## src/rtl/lbus_pkg.sv

```systemverilog
package lbus_pkg;

    localparam int unsigned FRAME_BITS     = 16;
    localparam int unsigned START_SLOTS    = 2;
    localparam int unsigned DATA_SLOTS     = 2 * FRAME_BITS;
    localparam int unsigned STOP_SLOTS     = 4;
    localparam int unsigned SLOTS_PER_FRAME = START_SLOTS + DATA_SLOTS + STOP_SLOTS;
    localparam int unsigned SLOT_IDX_W     = $clog2(SLOTS_PER_FRAME);

    typedef enum logic {
        ST_IDLE = 1'b0,
        ST_SEND = 1'b1
    } tx_state_e;

    typedef struct packed {
        tx_state_e                 st;
        logic [SLOT_IDX_W-1:0]     slot;
        logic [FRAME_BITS-1:0]     word;
    } tx_ctx_t;

    // Pin level (inverse of bus level) for a given slot of a frame.
    function automatic logic slot_pin(input logic [FRAME_BITS-1:0] w,
                                      input logic [SLOT_IDX_W-1:0] slot);
        int unsigned s;
        int unsigned rel;
        int unsigned bitpos;
        logic        b;
        s = int'(slot);
        if (s < START_SLOTS) begin
            return (s == 0);
        end else if (s < START_SLOTS + DATA_SLOTS) begin
            rel    = s - START_SLOTS;
            bitpos = FRAME_BITS - 1 - (rel / 2);
            b      = w[bitpos];
            return ((rel % 2) == 0) ? b : ~b;
        end
        return 1'b0;
    endfunction

endpackage

```

## src/rtl/lbus_symbol_timer.sv

```systemverilog
module lbus_symbol_timer #(
    parameter int unsigned CLKS_PER_SYMBOL = 20833
) (
    input  logic clk,
    input  logic rst,
    input  logic load,
    input  logic run,
    output logic tick
);
    localparam int unsigned CNT_W = $clog2(CLKS_PER_SYMBOL);
    localparam logic [CNT_W-1:0] CNT_LAST = CNT_W'(CLKS_PER_SYMBOL - 1);

    logic [CNT_W-1:0] cnt;

    assign tick = run && (cnt == CNT_LAST);

    // The acceptance cycle already counts as the first cycle of slot 0.
    always_ff @(posedge clk) begin
        if (rst) begin
            cnt <= '0;
        end else if (load) begin
            cnt <= CNT_W'(1);
        end else if (run) begin
            cnt <= tick ? '0 : cnt + CNT_W'(1);
        end else begin
            cnt <= '0;
        end
    end

endmodule

```

## src/rtl/lbus_slot_coder.sv

```systemverilog
module lbus_slot_coder
    import lbus_pkg::*;
(
    input  logic                  launch,
    input  logic [FRAME_BITS-1:0] launch_word,
    input  logic                  sending,
    input  logic [SLOT_IDX_W-1:0] slot,
    input  logic [FRAME_BITS-1:0] word,
    output logic                  pin
);
    always_comb begin
        if (launch) begin
            pin = slot_pin(launch_word, '0);
        end else if (sending) begin
            pin = slot_pin(word, slot);
        end else begin
            pin = 1'b0;
        end
    end

endmodule

```

## src/rtl/lbus_frame_tx.sv

```systemverilog
module lbus_frame_tx
    import lbus_pkg::*;
#(
    parameter int unsigned CLKS_PER_SYMBOL = 20833
) (
    input  logic        clk,
    input  logic        rst,
    input  logic        frame_valid,
    input  logic [15:0] frame_data,
    output logic        frame_ready,
    output logic        tx_pin,
    output logic        busy,
    output logic        done
);
    localparam logic [SLOT_IDX_W-1:0] SLOT_LAST = SLOT_IDX_W'(SLOTS_PER_FRAME - 1);

    tx_ctx_t ctx;
    logic    accept;
    logic    tick;
    logic    sending;

    assign sending     = (ctx.st == ST_SEND);
    assign frame_ready = !sending;
    assign busy        = sending;
    assign accept      = frame_valid && frame_ready;

    lbus_symbol_timer #(
        .CLKS_PER_SYMBOL(CLKS_PER_SYMBOL)
    ) u_timer (
        .clk  (clk),
        .rst  (rst),
        .load (accept),
        .run  (sending),
        .tick (tick)
    );

    lbus_slot_coder u_coder (
        .launch      (accept),
        .launch_word (frame_data),
        .sending     (sending),
        .slot        (ctx.slot),
        .word        (ctx.word),
        .pin         (tx_pin)
    );

    always_ff @(posedge clk) begin
        if (rst) begin
            ctx.st   <= ST_IDLE;
            ctx.slot <= '0;
            ctx.word <= '0;
            done     <= 1'b0;
        end else begin
            done <= 1'b0;
            case (ctx.st)
                ST_IDLE: begin
                    if (accept) begin
                        ctx.st   <= ST_SEND;
                        ctx.slot <= '0;
                        ctx.word <= frame_data;
                    end
                end
                ST_SEND: begin
                    if (tick) begin
                        if (ctx.slot == SLOT_LAST) begin
                            ctx.st <= ST_IDLE;
                            done   <= 1'b1;
                        end else begin
                            ctx.slot <= ctx.slot + SLOT_IDX_W'(1);
                        end
                    end
                end
                default: ctx.st <= ST_IDLE;
            endcase
        end
    end

endmodule

```

## config.mk

```make
export PLATFORM = sky130hd
export DESIGN_NAME = lbus_frame_tx
export DESIGN_NICKNAME = d
export VERILOG_FILES = /design/src/rtl/lbus_pkg.sv /design/src/rtl/lbus_symbol_timer.sv /design/src/rtl/lbus_slot_coder.sv /design/src/rtl/lbus_frame_tx.sv
export SDC_FILE = /design/constraint.sdc
export NUM_CORES = 1
export LEC_CHECK = 0
export BUFFER_PORTS_ARGS = -buffer_cell sky130_fd_sc_hd__buf_2
export CAP_MARGIN = 5
export CORE_ASPECT_RATIO = 1.25
export CORE_MARGIN = 2
export CORE_UTILIZATION = 56
export DETAILED_ROUTE_END_ITERATION = 8
export GPL_ROUTABILITY_DRIVEN = 1
export PLACE_DENSITY_LB_ADDON = 0.12
export SLEW_MARGIN = 20
export SYNTH_ARGS = -nofsm -noshare
export SYNTH_HDL_FRONTEND = slang
export SYNTH_SLANG_ARGS = --single-unit
```

## constraint.sdc

```tcl
create_clock -name clk -period 3.4 [get_ports clk]
set_input_delay 0.85 -clock clk [delete_from_list [all_inputs] [get_ports clk]]
set_output_delay 0.85 -clock clk [all_outputs]
set_load 0.02 [all_outputs]
```

# Yosys cells after proc, flatten, opt, wreduce, memory -nomap -nowiden
# Index checks and enable logic that the tools add are counted.
[totals]
regBits = 39
input_bits = 19
output_inout_bits = 4
[classes]
addsub = 4
order_cmp = 3
n_eq_ne = 5
muxes = 23
bitwise = 3
n_reduce_logical = 9
[ops]
columns = ["op", "n"]
rows = [
  ["$logic_not A32 Y1", 1],
  ["$lt A32 B5 Y1 const B", 1],
  ["$sub A4 B31 Y32 const A", 1],
  ["$mux W23", 1],
  ["$mux W1", 18],
  ["$add A15 B1 Y15 const B", 1],
  ["$eq A15 B15 Y1 const B", 1],
  ["$pmux W7 S2", 1],
  ["$mux W7", 1],
  ["$sub A6 B2 Y7 const B", 1],
  ["$add A6 B1 Y6 const B", 1],
  ["$eq A6 B6 Y1 const B", 1],
  ["$logic_not A6 Y1", 1],
  ["$lt A6 B2 Y1 const B", 1],
  ["$lt A6 B6 Y1 const B", 1],
  ["$mux W6", 1],
  ["$bmux W1 S4", 1],
  ["$ne A2 B2 Y1 const B", 2],
  ["$reduce_or A4 Y1", 1],
  ["$not A1 Y1", 3],
  ["$reduce_and A3 Y1", 1],
  ["$reduce_or A3 Y1", 1],
  ["$logic_and A1 B1 Y1", 2],
  ["$ne A2 B1 Y1 const B", 1],
  ["other kinds (2)", 2],
]

# Logic depth before layout (Yosys ltp)
# Gate-level depths: netlist (run 1).
[logic_depth]
ltp_word = 11
ltp_mapped = 8
ltp_nobuf = 7

# By module
# From an unflattened synthesis (run 1), not the netlist that was laid out.
[unflattened]
cells_unflattened = 222
area_unflattened_um2 = 1959.4
[modules_own_cells]
columns = ["mod", "instances", "cells_per_inst", "area_per_inst_um2"]
rows = [
  ["lbus_frame_tx", 1, 116, 972.2],
  ["lbus_symbol_timer", 1, 83, 745.7],
  ["lbus_slot_coder", 1, 23, 241.5],
]

# Worst setup path after synthesis (run 1)
# OpenSTA, ideal clock, no wires.
[synth_path]
path_kind = "reg-to-output"
startpoint = "reg, netlist name ctx[17]"
endpoint = "out tx_pin"
t_arrival_ns = 2.881
required_ns = 2.550
slack_ns = -0.331
path_stages_with_launch = 8
path_buffers = 1
path_cell_list = "dfxtp_1 > clkbuf_1 > inv_1 > ha_1 > mux4_2 > mux4_2 > xnor2_1 > o311ai_0"
[synth_between]
elab_chain_len = 11
[synth_rtl]
columns = ["element", "line", "source"]
rows = [
  ["$sub A6 B2 Y7", "lbus_pkg.sv:32", "rel = s - START_SLOTS;"],
  ["$sub A4 B31 Y32", "lbus_pkg.sv:33", "bitpos = FRAME_BITS - 1 - (rel / 2);"],
  ["$bmux W1 S4", "lbus_pkg.sv:34", "b = w[bitpos];"],
  ["$mux W1 (implied by the code)", "lbus_pkg.sv:34", ""],
  ["$not A1 Y1", "lbus_pkg.sv:35", "return ((rel % 2) == 0) ? b : ~b;"],
  ["$mux W1", "lbus_pkg.sv:35", ""],
  ["$mux W1", "lbus_pkg.sv:31", "end else if (s < START_SLOTS + DATA_SLOTS) begin"],
  ["$mux W1", "lbus_pkg.sv:29", "if (s < START_SLOTS) begin"],
  ["$mux W1 (*)", "lbus_pkg.sv:37", "return 1'b0;"],
  ["$mux W1 (*)", "lbus_slot_coder.sv:14", "end else if (sending) begin"],
  ["$mux W1 (*)", "lbus_slot_coder.sv:12", "if (launch) begin"],
  ["end, declared", "lbus_frame_tx.sv:11", "output logic tx_pin,"],
]
# Every way passes the cells marked *; elsewhere a longest branch is shown, timed or not. The select of a mux whose other input is x is not followed.

# Final worst setup path (run 1)
[layout_path]
startpoint = "reg, netlist name ctx[18]"
endpoint = "out tx_pin"
[layout_between]
elab_chain_len = 11
[layout_rtl]
columns = ["element", "line"]
rows = [
  ["$sub A6 B2 Y7", "lbus_pkg.sv:32"],
  ["$sub A4 B31 Y32", "lbus_pkg.sv:33"],
  ["$bmux W1 S4", "lbus_pkg.sv:34"],
  ["$mux W1 (implied by the code)", "lbus_pkg.sv:34"],
  ["$not A1 Y1", "lbus_pkg.sv:35"],
  ["$mux W1", "lbus_pkg.sv:35"],
  ["$mux W1", "lbus_pkg.sv:31"],
  ["$mux W1", "lbus_pkg.sv:29"],
  ["$mux W1 (*)", "lbus_pkg.sv:37"],
  ["$mux W1 (*)", "lbus_slot_coder.sv:14"],
  ["$mux W1 (*)", "lbus_slot_coder.sv:12"],
]
# Marked as above.

==> metrics.txt, run 1 <==
total congestion overflow=0; result of the run=finished clean; Min Clock Period, post-route=3.26 ns; worst endpoint required time=2.55 ns; Worst Hold Path Cells=2; Tcrit/Tclk final=0.960; antenna violation net count after detailed routing=0; FF-to-FF setup slack=1.09 ns; sequential area share after synthesis=0.425; number of register bits inferred by synthesis=39; placed wire-length estimate after detailed placement=2.71 mm; Layout area overhead=13.6%; power density over cell area=406 mW/mm^2; Avg Cell Area, Syn=8.71 um^2; share of final-layout standard cells stronger than drive strength 1=0.196; total via count in the routed design=1497; number of instances in the synthesized netlist=211; leakage power of the design=0.755 nW; number of antenna violations at the first check in global routing=0; Max Clock Skew=0.00914 ns; RSZ-0062 raised after global routing=false; # DRC=0; width of the die=55.2 um; Core Rows=23; nets@finish=260; number of unique standard cell types used by synthesis=33; fmax=0.307 GHz; adder-cell share of the synthesized area=0.0477; CTS tree=yes; R2R cell count=5; maximum vdd ir drop=0.334 mV; prevailing post-synth register cell=sky130_fd_sc_hd__dfxtp_1; end of the worst register-to-register path=ctx[20]; Worst-Skew Late Latency=0.29 ns; multiplexer share of the synthesized area=0.0613; detailed-router iteration count before antenna repair=4; Worst Max-Slew Pin Slew=0.390 ns; cts bufs inserted=5; Yosys warnings=0; Setup WS post-layout=0.138 ns; weighted congestion at the end of routability-driven global placement=0.819; vias in the first global route=1552; final max-slew violation count=0; aggregate negative setup slack=0 ns; area of the core region=0.00317 mm^2; die area=0.00376 mm^2; Hold Path End=ctx[3]; largest net degree at the start of global routing=24; number of H-tree branching levels=2; share of synthesized cell area in and, or, nand and nor gates=0.248; final setup violation count=0; final wirelength=3.63 mm; Setup Crit Path Kind=reg -> out; detailed router's first-iteration violation count=55; final hold viol count=0; number of input and output port buffers inserted=22; maximum root-to-sink buffer count=2; min-delay worst type=reg -> reg; data arrival time of the critical path=2.41 ns; xor/xnor cell area share of the yosys netlist=0.0763; # IOs=23; pre-CTS setup slack=0.295 ns; total design power=0.000848 W; number of antenna diodes=0; CTS clock-pin slew for the worst setup and hold paths=0.08 ns; wire length of the first global-routing pass=6.41 mm; largest driver fanout on the critical path=8; Hold Slack=0.456 ns; worst reg2reg path startpoint=u_timer.cnt[3]; max-cap violations=0; effective utilization at floorplan=0.580; Via density=5.50; Clock Sink Count=39; start point of the worst min-delay path=ctx[3]; startpoint type of the worst setup path=flip-flop; combined area of all synthesized cells=0.00184 mm^2; share of synthesized flip-flops with an asynchronous set or reset=0; crit path capture type=primary output; dominant combinational cell family by area after synthesis=simple AND/OR/NAND/NOR gates; die extent in y=68.0 um; CTS root buf=sky130_fd_sc_hd__clkbuf_8; gr usage total=0.219; mean routed wirelength per cell=13.3 um; Max-slew headroom=0.738; synthesized-area fraction occupied by ao, oa, aoi and oai cells=0.106; number of flops mapped to enable cells by yosys=0; Mapped Nets=237
[area by class of cell]
type	instances	area (um^2)
Sequential cell	39	782
Fill cell	294	1080
Multi-Input combinational cell	155	1010
Tap cell	37	46.3
Timing Repair Buffer	25	135
Clock buffer	5	68.8
Inverter	8	30.0
Clock inverter	3	15.0
[metal layers]
| metal | track usage | vias to the layer above | wire [um] | part of all wire |
|---|---|---|---|---|
| met5 | 0 | - | 0 | 0 |
| met4 | 0.0884 | 0 | 53 | 0.015 |
| met3 | 0.0567 | 6 | 122 | 0.034 |
| met2 | 0.435 | 19 | 1990 | 0.55 |
| met1 | 0.218 | 707 | 1460 | 0.40 |
| li1 | - | 765 | - | - |
[how the worst max path moves through the flow]
stage	startpoint	to	slack, ns	cells past startpoint
3_3_place_gp	ctx[18]	tx_pin	0.38	7
2_1_floorplan	ctx[17]	tx_pin	0.08	7
6_report	ctx[18]	tx_pin	0.14	7
4_1_cts	ctx[18]	tx_pin	0.06	7
5_1_grt	ctx[18]	tx_pin	0.05	7
3_5_place_dp	ctx[18]	tx_pin	0.29	7
[cells in the mapped netlist, types with 2 or more instances]
master | instances | area [um^2]
sky130_fd_sc_hd__a21oi_1 | 23 | 115
sky130_fd_sc_hd__and3_1 | 4 | 25.0
sky130_fd_sc_hd__clkbuf_1 | 6 | 22.5
sky130_fd_sc_hd__dfxtp_1 | 39 | 781
sky130_fd_sc_hd__ha_1 | 7 | 87.6
sky130_fd_sc_hd__inv_1 | 8 | 30.0
sky130_fd_sc_hd__mux4_2 | 5 | 113
sky130_fd_sc_hd__nand2_1 | 45 | 169
sky130_fd_sc_hd__nand2b_1 | 2 | 12.5
sky130_fd_sc_hd__nand3_1 | 4 | 20.0
sky130_fd_sc_hd__nand4_1 | 4 | 25.0
sky130_fd_sc_hd__nor2_1 | 20 | 75.1
sky130_fd_sc_hd__nor3_1 | 6 | 30.0
sky130_fd_sc_hd__o21ai_0 | 2 | 10.0
sky130_fd_sc_hd__o31ai_1 | 2 | 15.0
sky130_fd_sc_hd__or3_1 | 2 | 12.5
sky130_fd_sc_hd__or4_1 | 2 | 15.0
sky130_fd_sc_hd__xnor2_1 | 8 | 70.1
sky130_fd_sc_hd__xor2_1 | 8 | 70.1
[flip-flops by register name, summed over array words and instances, names as in the netlist]
| signal | flops |
|---|---|
| done | 1 |
| busy | 1 |
| u_timer.cnt | 15 |
| ctx | 22 |
[stage by stage]
stage / util / cell area [um^2] / std cells
floorplan: - / 1840 / 211
global placement: 0.628 / 1990 / 264
detailed placement: 0.628 / 1990 / 264
CTS: 0.655 / 2070 / 272
global route: 0.659 / 2090 / 272
finish: 0.659 / 2090 / 272
[logic make-up after synthesis]
group / after synthesis
DFF: 39
buffers and inverters: 17
muxes: 5
adders and majority gates: 7
AOI/OAI and AO/OA: 32
xor gates and xnor gates: 16
and+or+nand+nor: 95
[repair_timing]
action | in CTS | in global routing
setup buffers | 0 | 0
gates cloned | 0 | 0
setup endpoints to repair | 1 | 1
hold buffers | 0 | 0
resized for setup | 1 | 2
[cells in the final DEF, fill, tap and decap left out, types with 3 or more instances in the layout]
| cell | synthesis | routed |
|---|---|---|
| sky130_fd_sc_hd__clkinv_2 | 0 | 3 |
| sky130_fd_sc_hd__nand2_1 | 45 | 45 |
| sky130_fd_sc_hd__ha_1 | 7 | 6 |
| sky130_fd_sc_hd__mux4_2 | 5 | 5 |
| sky130_fd_sc_hd__nand3_1 | 4 | 4 |
| sky130_fd_sc_hd__buf_4 | 0 | 4 |
| sky130_fd_sc_hd__xor2_1 | 8 | 8 |
| sky130_fd_sc_hd__and3_1 | 4 | 4 |
| sky130_fd_sc_hd__nor3_1 | 6 | 6 |
| sky130_fd_sc_hd__clkbuf_8 | 0 | 5 |
| sky130_fd_sc_hd__dfxtp_1 | 39 | 38 |
| sky130_fd_sc_hd__nand4_1 | 4 | 4 |
| sky130_fd_sc_hd__buf_2 | 1 | 21 |
| sky130_fd_sc_hd__xnor2_1 | 8 | 8 |
| sky130_fd_sc_hd__a21oi_1 | 23 | 23 |
| sky130_fd_sc_hd__nor2_1 | 20 | 20 |
| sky130_fd_sc_hd__inv_1 | 8 | 8 |
[critical path: stages (launching register included)]
cell                       delay, ns
sky130_fd_sc_hd__dfxtp_2        0.39
sky130_fd_sc_hd__inv_1          0.10
sky130_fd_sc_hd__ha_4           0.30
sky130_fd_sc_hd__mux4_2         0.29
sky130_fd_sc_hd__mux4_2         0.49
sky130_fd_sc_hd__xnor2_1        0.16
sky130_fd_sc_hd__o311ai_2       0.21
sky130_fd_sc_hd__buf_4          0.18
[where the power goes]
part / leakage, nW / switching, W / internal [W] / total (W)
registers: 0.318 / 0.00000963 / 0.000470 / 0.000479
logic: 0.390 / 0.0000391 / 0.0000299 / 0.0000690
clock network: 0.0477 / 0.000159 / 0.000140 / 0.000300
Power figures use the tool's default switching activity.
==> run 2, diff against run 1 <==
--- a/config.mk
+++ b/config.mk
@@ -7,9 +7,11 @@
 export LEC_CHECK = 0
 export BUFFER_PORTS_ARGS = -buffer_cell sky130_fd_sc_hd__buf_2
 export CAP_MARGIN = 5
+export CELL_PAD_IN_SITES_DETAIL_PLACEMENT = 1
+export CELL_PAD_IN_SITES_GLOBAL_PLACEMENT = 2
 export CORE_ASPECT_RATIO = 1.25
 export CORE_MARGIN = 2
-export CORE_UTILIZATION = 56
+export CORE_UTILIZATION = 34
 export DETAILED_ROUTE_END_ITERATION = 8
 export GPL_ROUTABILITY_DRIVEN = 1
 export PLACE_DENSITY_LB_ADDON = 0.12
==> run 2 against run 1 <==
Effect of this change:
- worst hold slack worse by 0.00082 ns
- critical path type unchanged
- sequential cell count unchanged
- final area up 4.9%
- register-to-register slack about the same
- routed wire length up 21%
- largest power group unchanged
- clock skew about the same
- global-route usage down 5.9 points
- count of clock-buffer cells in the layout up 1
- combinational power up 4.8%
==> metrics.txt, run 2 (synthesis results as in run 1) <==
Max-slew headroom=0.713; CTS tree=yes; aggregate negative setup slack=0 ns; number of antenna diodes=0; cts bufs inserted=5; max-cap violations=0; cts-stage hold buffer count=0; total via count in the routed design=1525; vias in the first global route=1573; number of flip-flops under the largest register name=22; Setup Crit Path Kind=reg -> out; worst endpoint required time=2.55 ns; detailed router's first-iteration violation count=93; leakage power of the design=0.782 nW; most common cell after layout, fill and taps aside=sky130_fd_sc_hd__nand2_1; die extent in y=86.2 um; CTS clock-pin slew for the worst setup and hold paths=0.08 ns; Layout area overhead=19.2%; result of the run=finished clean; gr usage total=0.160; Finished Core Util=0.425; final std cells w/o fill=298; Core Rows=29; area taken by multi-input logic gates=0.00102 mm^2; wire length of the first global-routing pass=7.60 mm; share of final-layout standard cells stronger than drive strength 1=0.212; largest driver fanout on the critical path=5; weighted congestion at the end of routability-driven global placement=0.727; detailed-router iteration count before antenna repair=3; startpoint type of the worst setup path=flip-flop; number of placed cells counting well taps=289; number of H-tree branching levels=2; Via density=5.12; maximum root-to-sink buffer count=2; placed wire-length estimate after detailed placement=3.29 mm; area used by sequential logic in the layout=786 um^2; final wirelength=4.39 mm; crit path capture type=primary output; width of the die=69.7 um; cell area after placement=0.00202 mm^2; CTS root buf=sky130_fd_sc_hd__clkbuf_8; top register by number of flip-flops=ctx; mean routed wirelength per cell=14.7 um; number of antenna violations at the first check in global routing=0; Max Clock Skew=0.00906 ns; fmax=0.305 GHz; # IOs=23; # DRC=0; die area=0.00601 mm^2; Clock Sink Count=39; leading registers by flop count=ctx x22, u_timer.cnt x15; number of input and output port buffers inserted=22; final setup violation count=0; largest net degree at the start of global routing=24; fill cell total of the finished layout=637; power density over cell area=460 mW/mm^2; min-delay worst type=reg -> reg; Worst Max-Slew Pin Slew=0.430 ns; Min Clock Period, post-route=3.28 ns; nets@finish=261; commonest cells after routing, fill and taps aside=45 x sky130_fd_sc_hd__nand2_1, 37 x sky130_fd_sc_hd__dfxtp_1, 23 x sky130_fd_sc_hd__a21oi_1, 21 x sky130_fd_sc_hd__buf_2, 20 x sky130_fd_sc_hd__nor2_1; Tcrit/Tclk final=0.964; final hold viol count=0; data arrival time of the critical path=2.43 ns; effective utilization at floorplan=0.356; area of the core region=0.00515 mm^2; antenna violation net count after detailed routing=0; Hold Slack=0.455 ns; Worst-Skew Late Latency=0.29 ns; maximum vdd ir drop=0.210 mV; total congestion overflow=0; RSZ-0062 raised after global routing=false; summed area of non-filler cells in the final layout=0.00219 mm^2; final max-slew violation count=0
-- run 2: layer usage --
metal	global-route usage	vias to the layer above	wire [um]
met3	0.0291	5	102
met4	0.0629	0	67
li1	-	764	-
met5	0	-	0
met2	0.309	15	2410
met1	0.171	741	1810
-- run 2: final cells by class --
| type | instances | area share |
|---|---|---|
| multi-input cells | 155 | 0.465 |
| clock buffers | 6 | 0.0331 |
| inverters | 8 | 0.0137 |
| clock inverters | 2 | 0.0274 |
| well taps | 62 | 0.0354 |
| flip-flops and latches | 39 | 0.359 |
| repair buffers | 26 | 0.0669 |
-- run 2: path summary, 6_finish.rpt --
path / startpoint / endpoint / slack, ns / cells past startpoint
worst max-delay path: ctx[18] / tx_pin / 0.12 / 7
worst min-delay path: ctx[8] / ctx[8] / 0.46 / 2
worst max register to register: u_timer.cnt[3] / ctx[21] / 1.09 / 5
worst min register to register: ctx[8] / ctx[8] / 0.46 / 2
-- run 2: what timing repair did --
action	in CTS	in global routing
hold endpoints to repair	0	0
gates resized for setup	1	8
setup buffers	0	1
endpoints found under the setup margin	1	1
pin swaps	0	2
-- run 2: worst max-delay path, cell delays in order (launching register included) --
cell and delay (ns):
sky130_fd_sc_hd__dfxtp_4 0.38, sky130_fd_sc_hd__inv_2 0.05, sky130_fd_sc_hd__ha_4 0.28, sky130_fd_sc_hd__mux4_2 0.29, sky130_fd_sc_hd__mux4_2 0.52, sky130_fd_sc_hd__xnor2_2 0.16
sky130_fd_sc_hd__o311ai_2 0.27, sky130_fd_sc_hd__buf_4 0.19
-- run 2: per-stage QoR --
stage                     setup slack [ns]  power, W
final                                0.121   0.00101
after global routing              0.000741   0.00105
after CTS                          0.00540   0.00103
after detailed placement             0.271  0.000563
after global placement               0.361  0.000560
after floorplan                     0.0829  0.000533
-- run 2: power by group --
part	switching [W]	internal (W)	leakage [nW]	total (W)
logic	0.0000420	0.0000303	0.398	0.0000723
registers	0.0000100	0.000469	0.319	0.000479
clock network	0.000164	0.000293	0.0654	0.000457
==> run 3, diff against run 2 <==
--- a/config.mk
+++ b/config.mk
@@ -5,7 +5,7 @@
 export SDC_FILE = /design/constraint.sdc
 export NUM_CORES = 1
 export LEC_CHECK = 0
-export BUFFER_PORTS_ARGS = -buffer_cell sky130_fd_sc_hd__buf_2
+export BUFFER_PORTS_ARGS = -buffer_cell sky130_fd_sc_hd__buf_4
 export CAP_MARGIN = 5
 export CELL_PAD_IN_SITES_DETAIL_PLACEMENT = 1
 export CELL_PAD_IN_SITES_GLOBAL_PLACEMENT = 2
@@ -14,7 +14,7 @@
 export CORE_UTILIZATION = 34
 export DETAILED_ROUTE_END_ITERATION = 8
 export GPL_ROUTABILITY_DRIVEN = 1
-export PLACE_DENSITY_LB_ADDON = 0.12
+export PLACE_DENSITY = 0.8
 export SLEW_MARGIN = 20
 export SYNTH_ARGS = -nofsm -noshare
 export SYNTH_HDL_FRONTEND = slang
==> run 3 against run 2 <==
Effect of this change:
- routed wire length down 7.2%
- sequential share of layout area down 0.65 points
- total power up 0.35%
- setup slack better by 0.049 ns
- highest routed layer unchanged
==> metrics.txt, run 3 (synthesis results as in run 1) <==
leakage power of the design=0.790 nW; cts bufs inserted=5; total via count in the routed design=1493; effective utilization at floorplan=0.356; final setup violation count=0; Worst-Skew Late Latency=0.29 ns; fmax=0.310 GHz; leading registers by flop count=ctx x22, u_timer.cnt x15; nets@finish=260; Via density=5.03; detailed router's first-iteration violation count=68; top register by number of flip-flops=ctx; wire length of the first global-routing pass=7.24 mm; commonest cells after routing, fill and taps aside=45 x sky130_fd_sc_hd__nand2_1, 38 x sky130_fd_sc_hd__dfxtp_1, 25 x sky130_fd_sc_hd__buf_4, 23 x sky130_fd_sc_hd__a21oi_1, 20 x sky130_fd_sc_hd__nor2_1; largest driver fanout on the critical path=8; most common cell after layout, fill and taps aside=sky130_fd_sc_hd__nand2_1; detailed-router iteration count before antenna repair=3; startpoint type of the worst setup path=flip-flop; # IOs=23; maximum root-to-sink buffer count=2; die area=0.00601 mm^2; aggregate negative setup slack=0 ns; delay of the slowest critical-path stage=0.48 ns; Tcrit/Tclk final=0.950; worst endpoint required time=2.55 ns; Min Clock Period, post-route=3.23 ns; area of the core region=0.00515 mm^2; number of placed cells counting well taps=289; RSZ-0062 raised after global routing=false; Worst Max-Slew Pin Slew=0.417 ns; part of the total power dissipated in combinational logic=0.076; CTS clock-pin slew for the worst setup and hold paths=0.08 ns; crit path capture type=primary output; CTS root buf=sky130_fd_sc_hd__clkbuf_8; Sequential Power Share=0.474; min-delay worst type=reg -> reg; number of antenna violations at the first check in global routing=0; portion of total power attributed to the clock network=0.450; die extent in y=86.2 um; mean routed wirelength per cell=13.7 um; Max-slew headroom=0.720; final hold viol count=0; switching power=0.000212 W; cell repeated most along the worst path=sky130_fd_sc_hd__mux4_2; data arrival time of the critical path=2.38 ns; antenna violation net count after detailed routing=0; Max Clock Skew=0.00523 ns; result of the run=finished clean; number of flip-flops under the largest register name=22; Clock Sink Count=39; share of total power consumed by net switching=0.210; buffers inserted during post-CTS setup optimization=0; # DRC=0; placed wire-length estimate after detailed placement=2.96 mm; Setup Crit Path Kind=reg -> out; Hold Slack=0.460 ns; CTS tree=yes; final wirelength=4.07 mm; maximum vdd ir drop=0.227 mV; largest net degree at the start of global routing=24; total design power=0.00101 W; share of final-layout standard cells stronger than drive strength 1=0.191; final max-slew violation count=0; power density over cell area=456 mW/mm^2; total congestion overflow=0; series of cell instances along the critical path=inv_1 > ha_4 > mux4_2 > mux4_2 > xnor2_1 > o311ai_2 > buf_4; number of antenna diodes=0; weighted congestion at the end of routability-driven global placement=0.782; Layout area overhead=20.8%; max-cap violations=0; Internal Pwr Total=0.000799 W; gr usage total=0.152; number of H-tree branching levels=2; slowest library cell on the worst path=sky130_fd_sc_hd__mux4_2; final std cells w/o fill=297; vias in the first global route=1590; Core Rows=29; number of input and output port buffers inserted=22; width of the die=69.7 um
run 3: cell count changes in the layout (fill, tap and decap cells not counted):
cell / previous run / this run
sky130_fd_sc_hd__buf_4: 4 / 25
sky130_fd_sc_hd__dfxtp_4: 1 / 0
sky130_fd_sc_hd__xnor2_1: 7 / 8
sky130_fd_sc_hd__inv_1: 6 / 8
sky130_fd_sc_hd__buf_6: 1 / 0
sky130_fd_sc_hd__buf_2: 21 / 0
sky130_fd_sc_hd__dfxtp_1: 37 / 38
sky130_fd_sc_hd__inv_2: 2 / 0
sky130_fd_sc_hd__xnor2_2: 1 / 0
run 3: cell type report:
cell class                      count  area (um^2)
Fill cell                         613         2930
Multi-Input combinational cell    155         1010
Sequential cell                    39          782
Timing Repair Buffer               25          188
Tap cell                           62         77.6
Clock buffer                        6         72.6
Clock inverter                      2         60.1
Inverter                            8         30.0
run 3: final timing paths:
check	from	endpoint	slack [ns]	depth (start not counted)
worst min register to register	ctx[5]	ctx[5]	0.46	2
worst min-delay path	ctx[5]	ctx[5]	0.46	2
worst max-delay path	ctx[18]	tx_pin	0.17	7
worst max register to register	u_timer.cnt[3]	ctx[21]	1.11	5
run 3: worst max-delay path: cells and delay by family, from the launching register on:
family          cells  cell delay, ns
mux                 2            0.77
xor+xnor            1            0.15
compound gates      1            0.21
buf+inv             2            0.28
fa+ha+maj           1            0.30
flops               1            0.39
run 3: stage by stage:
step           cell area (um^2)  setup WS (ns)   util
6_report                   2220          0.169  0.431
4_1_cts                    2210         0.0765  0.428
3_3_place_gp               2070          0.381  0.402
3_5_place_dp               2070          0.308  0.402
2_1_floorplan              1840         0.0829      -
5_1_grt                    2220         0.0375  0.431
run 3: what timing repair did:
action,CTS,global route
pin swaps,0,0
resized for setup,1,1
hold endpoints to repair,0,0
endpoints found under the setup margin,1,1
hold buffers,0,0
run 3: metal layers:
| metal | GRT usage | vias up | share of wire |
|---|---|---|---|
| met4 | 0.0472 | 0 | 0.013 |
| met1 | 0.168 | 706 | 0.44 |
| met5 | 0 | - | 0 |
| met3 | 0.0360 | 7 | 0.028 |
| met2 | 0.287 | 16 | 0.52 |
| li1 | - | 764 | - |
run 3: power by group through the flow:
stage | registers (W) | clock network (W) | logic [W]
global placement | 0.000491 | 0 | 0.0000780
floorplan | 0.000486 | 0 | 0.0000469
global route | 0.000482 | 0.000488 | 0.0000880
detailed placement | 0.000490 | 0 | 0.0000793
CTS | 0.000480 | 0.000470 | 0.0000794
finish | 0.000479 | 0.000455 | 0.0000772
